==> config.mk <==
export PLATFORM = sky130hd
export DESIGN_NAME = burst_addr_gen
export DESIGN_NICKNAME = d
export VERILOG_FILES = /design/src/rtl/burst_addr_pkg.sv /design/src/rtl/bag_reset_sync.sv /design/src/rtl/bag_load_ctl.sv /design/src/rtl/bag_burst_state.sv /design/src/rtl/bag_order_map.sv /design/src/rtl/burst_addr_gen.sv
export SDC_FILE = /design/constraint.sdc
export NUM_CORES = 1
export LEC_CHECK = 0
export ABC_CLOCK_PERIOD_IN_PS = 1800
export CAP_MARGIN = 20
export CORE_ASPECT_RATIO = 0.75
export CORE_MARGIN = 5
export CORE_UTILIZATION = 43
export DETAILED_ROUTE_END_ITERATION = 7
export GPL_TIMING_DRIVEN = 0
export PLACE_DENSITY_LB_ADDON = 0.05
export SETUP_SLACK_MARGIN = 0.05
export SYNTH_ARGS = -nofsm -noshare
export SYNTH_HDL_FRONTEND = slang
export SYNTH_SLANG_ARGS = --single-unit
==> constraint.sdc <==
create_clock -name clk -period 1.8 [get_ports clk]
set_clock_uncertainty 0.2 [all_clocks]
set_input_delay 0.18 -clock clk [delete_from_list [all_inputs] [get_ports clk]]
set_output_delay 0.18 -clock clk [all_outputs]
set_load 0.05 [all_outputs]
==> src/rtl/burst_addr_pkg.sv <==
package burst_addr_pkg;
  typedef enum logic {
    ORD_LINEAR     = 1'b0,
    ORD_INTERLEAVE = 1'b1
  } burst_order_e;

  typedef enum logic [1:0] {
    ACT_HOLD = 2'd0,
    ACT_STEP = 2'd1,
    ACT_LOAD = 2'd2
  } cnt_action_e;
endpackage

==> src/rtl/bag_reset_sync.sv <==
module bag_reset_sync #(
  parameter int STAGES = 2
) (
  input  logic clk,
  input  logic rst_n,
  output logic rst_s
);
  logic [STAGES-1:0] chain_q;
  logic [STAGES-1:0] chain_d;

  always_comb begin
    chain_d = {chain_q[STAGES-2:0], 1'b1};
  end

  always_ff @(posedge clk or negedge rst_n) begin
    if (!rst_n) chain_q <= '0;
    else        chain_q <= chain_d;
  end

  assign rst_s = chain_q[STAGES-1];
endmodule

==> src/rtl/bag_load_ctl.sv <==
module bag_load_ctl
  import burst_addr_pkg::*;
(
  input  logic        start_cpu,
  input  logic        start_ctl,
  input  logic        ce_pri,
  input  logic        adv,
  output logic        load,
  output cnt_action_e action
);
  logic cpu_ok;

  always_comb begin
    cpu_ok = start_cpu & ce_pri;
    load   = start_ctl | cpu_ok;
    if (load)     action = ACT_LOAD;
    else if (adv) action = ACT_STEP;
    else          action = ACT_HOLD;
  end
endmodule

==> src/rtl/bag_burst_state.sv <==
module bag_burst_state
  import burst_addr_pkg::*;
#(
  parameter int ADDR_W = 20,
  parameter int CNT_W  = 2
) (
  input  logic              clk,
  input  logic              rst_s,
  input  cnt_action_e       action,
  input  logic [ADDR_W-1:0] addr_in,
  output logic [ADDR_W-1:0] base_q,
  output logic [CNT_W-1:0]  cnt_q
);
  logic [ADDR_W-1:0] base_d;
  logic [CNT_W-1:0]  cnt_d;
  logic              base_en;
  logic              cnt_en;

  always_comb begin
    base_en = (action == ACT_LOAD);
    cnt_en  = (action != ACT_HOLD);
    base_d  = addr_in;
    cnt_d   = (action == ACT_LOAD) ? '0 : cnt_q + CNT_W'(1);
  end

  always_ff @(posedge clk or negedge rst_s) begin
    if (!rst_s)       base_q <= '0;
    else if (base_en) base_q <= base_d;
  end

  always_ff @(posedge clk or negedge rst_s) begin
    if (!rst_s)      cnt_q <= '0;
    else if (cnt_en) cnt_q <= cnt_d;
  end

  AST_LOAD_CLEARS: assert property (@(posedge clk) disable iff (!rst_s)
    (action == ACT_LOAD) |=> (cnt_q == '0)) else $error("load did not clear count");
  AST_ADV_STEPS: assert property (@(posedge clk) disable iff (!rst_s)
    (action == ACT_STEP) |=> (cnt_q == $past(cnt_q) + CNT_W'(1))) else $error("advance did not step");
  AST_IDLE_HOLDS: assert property (@(posedge clk) disable iff (!rst_s)
    (action == ACT_HOLD) |=> $stable(cnt_q)) else $error("count moved while idle");
endmodule

==> src/rtl/bag_order_map.sv <==
module bag_order_map
  import burst_addr_pkg::*;
#(
  parameter int CNT_W = 2
) (
  input  burst_order_e     order,
  input  logic [CNT_W-1:0] base_lo,
  input  logic [CNT_W-1:0] cnt,
  output logic [CNT_W-1:0] lo_out
);
  logic [CNT_W-1:0] lin_lo;
  logic [CNT_W-1:0] il_lo;

  always_comb lin_lo = base_lo + cnt;

  for (genvar b = 0; b < CNT_W; b++) begin : g_il_bit
    assign il_lo[b] = base_lo[b] ^ cnt[b];
  end

  always_comb lo_out = (order == ORD_INTERLEAVE) ? il_lo : lin_lo;
endmodule

==> src/rtl/burst_addr_gen.sv <==
module burst_addr_gen
  import burst_addr_pkg::*;
#(
  parameter int ADDR_W = 20,
  parameter int CNT_W  = 2
) (
  input  logic              clk,
  input  logic              rst_n,
  input  logic [ADDR_W-1:0] addr_in,
  input  logic              start_cpu,
  input  logic              start_ctl,
  input  logic              ce_pri,
  input  logic              adv,
  input  logic              order_il,
  output logic [ADDR_W-1:0] word_addr
);
  localparam int HI_W = ADDR_W - CNT_W;

  logic              rst_s;
  logic              load;
  cnt_action_e       action;
  logic [ADDR_W-1:0] base_q;
  logic [CNT_W-1:0]  cnt_q;
  logic [CNT_W-1:0]  lo_bits;
  burst_order_e      order;

  assign order = order_il ? ORD_INTERLEAVE : ORD_LINEAR;

  bag_reset_sync #(.STAGES(2)) u_rst (
    .clk   (clk),
    .rst_n (rst_n),
    .rst_s (rst_s)
  );

  bag_load_ctl u_ctl (
    .start_cpu (start_cpu),
    .start_ctl (start_ctl),
    .ce_pri    (ce_pri),
    .adv       (adv),
    .load      (load),
    .action    (action)
  );

  bag_burst_state #(.ADDR_W(ADDR_W), .CNT_W(CNT_W)) u_state (
    .clk     (clk),
    .rst_s   (rst_s),
    .action  (action),
    .addr_in (addr_in),
    .base_q  (base_q),
    .cnt_q   (cnt_q)
  );

  bag_order_map #(.CNT_W(CNT_W)) u_map (
    .order   (order),
    .base_lo (base_q[CNT_W-1:0]),
    .cnt     (cnt_q),
    .lo_out  (lo_bits)
  );

  assign word_addr = {base_q[ADDR_W-1:CNT_W], lo_bits};

  AST_LOAD_TAKES_ADDR: assert property (@(posedge clk) disable iff (!rst_s)
    (load && $stable(order_il)) |=> (word_addr == $past(addr_in))) else $error("load address lost");
  AST_UPPER_FIXED: assert property (@(posedge clk) disable iff (!rst_s)
    !load |=> $stable(word_addr[ADDR_W-1:CNT_W])) else $error("upper bits moved");
  AST_CPU_GATED: assert property (@(posedge clk) disable iff (!rst_s)
    (start_cpu && !ce_pri && !start_ctl) |=> $stable(word_addr[ADDR_W-1:HI_W-HI_W+CNT_W])) else $error("gated strobe loaded");
endmodule

==> summary.md <==
| Metric | Value |
|---|---|
| Outcome | completed |
| Largest net degree at the start of global routing | 23 |
| Place WS | -0.282 ns |
| Die height | 54.2 um |
| NumNets Final | 156 |
| Compound-Gate Fraction of Synth Area | 3.58% |
| Worst r2r dst | u_state.cnt_q[1] |
| H-tree depth | 1 |
| Setup violators final | 0 |
| Top Layer Used | met4 |
| Max-cap violations | 0 |
| Clock-pin slew on the worst setup and hold paths | 0.12 ns |
| Worst setup margin | 0.0886 ns |
| Overflow after GRT | 0 |
| GRT Total Usage | 12.7% |
| Synthesized area | 0.00112 mm2 |
| Synth Area per Inst | 14.9 um2 |
| CTS Sinks | 24 |
| Register-to-register setup slack | 0.67 ns |
| Max-slew violations | 0 |
| CP Capture Type | output pin |
| Cts bufs inserted | 3 |
| Vias per std cell | 4.27 |
| ANT cells | 0 |
| Share of layout cells above drive strength 1 | 40.5% |
| Post-Synthesis Cells | 75 |
| PwrDens | 801 mW/mm2 |
| Final min period | 1.71 ns |
| Worst min path class | register to async pin |
| GP Congestion | 0.672 |
| Synth Area in Adders | 1.12% |
| Die area | 0.00373 mm2 |
| YS warnings | 0 |
| Leading cell type in the layout, fill and taps excluded | clkdlybuf4s50_1 |
| Power, Total | 1.34 mW |
| VDD IR-drop max | 565 uV |
| Total number of vias | 691 |
| Setup crit start | u_state.base_q[0] |
| Fmax | 584 MHz |
| Leak | 0.758 nW |
| 1st-iter DRT viols | 12 |
| CTS Buffer Depth | 2 |
| Area Overhead vs Synth | 49.1% |
| Avg WL per Cell | 13.3 um |
| First-pass GRT wire length | 3.28 mm |
| WP data required | 1.42 ns |
| Netlist cell types | 15 |
| Setup_tns | 0 ns |
| Post-synthesis xor/xnor area fraction | 2.35% |
| Final critical-path share of the clock period | 95.1% |
| Seq/Total Area, Yosys | 53.7% |
| Num ports | 47 |
| Dpl hpwl | 1.65 mm |
| Rows | 16 |
| Final hold violations | 0 |
| Clock Tree Root | clkbuf_4 |
| Slowest cell on crit path | dfrtp_1 |
| Met3 wire length | 150 um |
| Syn Nets | 103 |
| Initial core utilization | 44.0% |
| Worst path arrival time | 1.33 ns |
| 1st-pass router iterations | 2 |
| Largest family of logic cells by synthesized area | multiplexers |
| Vias in the first global route | 739 |
| Cell area after placement | 0.00163 mm2 |
| IO Port Bufs | 46 |
| CTS tree | built |
| Crit-path max cell delay | 0.40 ns |
| Slew @ Worst Pin | 0.881 ns |
| Wire length on met2 | 1.15 mm |
| Worst R2R Path Depth | 3 |
| RSZ-0062 raised after global routing | true |
| R2R Path Start | u_state.cnt_q[0] |
| Die X | 68.9 um |
| M1 WL | 823 um |
| Max_slew headroom | 41.2% |
| Clk Latency, worst-skew pair | 0.31 ns |
| CP Cell Sequence | ha_2, nor2b_4, xnor2_2, buf_6 |
| #FFs+latches synth | 24 |
| DRT Wirelength | 2.15 mm |
| Initial antenna violation count | 0 |
| Simple-gate area share of the yosys netlist | 1.57% |
| Multiplexer area fraction after synthesis | 23.5% |
| Kind of critical path | register to output pin |
| Placeable core area | 0.00254 mm2 |
| Worst Path Max Fanout | 2 |
| Post-route cell area | 0.00167 mm2 |
| Commonest non-fill, non-tap cells in the layout | 26 x clkdlybuf4s50_1, 24 x dfrtp_1, 19 x buf_4 |
| DRC viols | 0 |
| Element type at the critical path start | register |
| Routed Antenna Nets | 0 |
-- routing by layer --
layer  vias up  global-route usage [%]
li1        336                       -
met1       330                    13.4
met2        21                    22.6
met3         4                    5.22
met4         0                    4.85
met5         -                       0
-- cells in the mapped netlist (all sizes together) --
library cell | n | area (um2)
dfrtp | 24 | 601
mux2 | 20 | 263
buf | 19 | 155
xnor2 | 3 | 26.3
a21oi | 2 | 21.3
a21bo | 1 | 10.0
a21o | 1 | 8.76
conb | 1 | 3.75
ha | 1 | 12.5
nand3b | 1 | 7.51
nor2 | 1 | 3.75
nor2b | 1 | 6.26
-- logic make-up (layout without fill, tap and decap cells) --
kind of cell | count (synthesis) | in the layout
other cells | 1 | 1
simple gates | 3 | 3
xor+xnor | 3 | 3
fa+ha+maj | 1 | 1
buf+inv | 19 | 70
compound gates | 4 | 4
mux | 20 | 20
flops | 24 | 24
-- metrics by stage --
stage | hold WS [ns] | std cells | utilization (%)
2_1_floorplan | -0.316 | 75 | -
5_1_grt | 0.205 | 162 | 65.6
3_5_place_dp | 0.151 | 157 | 64.2
4_1_cts | 0.190 | 161 | 64.4
6_report | 0.172 | 162 | 65.6
3_3_place_gp | 0.138 | 157 | 64.2
-- power by group --
group,internal (mW),switching (mW),total (mW)
clock network,0.0783,0.150,0.228
registers,0.589,0.0347,0.624
logic,0.229,0.256,0.485
total,0.896,0.440,1.34
-- what timing repair did --
| action | 4_1_cts | 5_1_grt |
|---|---|---|
| pin swaps | 0 | 1 |
| cloned | 0 | 0 |
| resized for setup | 30 | 13 |
| setup buffers | 0 | 1 |
| hold endpoints to repair | 2 | 0 |
| hold buffers | 1 | 0 |
| setup endpoints to repair | 20 | 11 |
-- cell type report --
type                            instances  area, um2
Fill cell                             210        875
Sequential cell                        24        601
Timing Repair Buffer                   48        464
Multi-Input combinational cell         32        380
Buffer                                 19        155
Tap cell                               36       45.0
Clock buffer                            3       22.5
-- critical path: cells and delay by family (launching register included) --
family / cells / cell delay, ns
DFF: 1 / 0.40
adders and majority gates: 1 / 0.18
buffers and inverters: 1 / 0.17
xor gates and xnor gates: 1 / 0.15
and+or+nand+nor: 1 / 0.12
-- worst max path at each step --
stage / slack (ns) / endpoint / cells past startpoint
5_1_grt: 0.008 / word_addr[1] / 4
6_report: 0.09 / word_addr[1] / 4
2_1_floorplan: 0.21 / word_addr[1] / 3
3_5_place_dp: -0.28 / word_addr[1] / 4
3_3_place_gp: -0.29 / word_addr[1] / 4
4_1_cts: -0.004 / word_addr[1] / 4
-- sequential cells by signal, summed over array words and instances (netlist names) --
register / flops
u_state.base_q: 20
u_rst.chain_q: 2
u_state.cnt_q: 2
No activity file was read; power rests on OpenSTA's default activity.
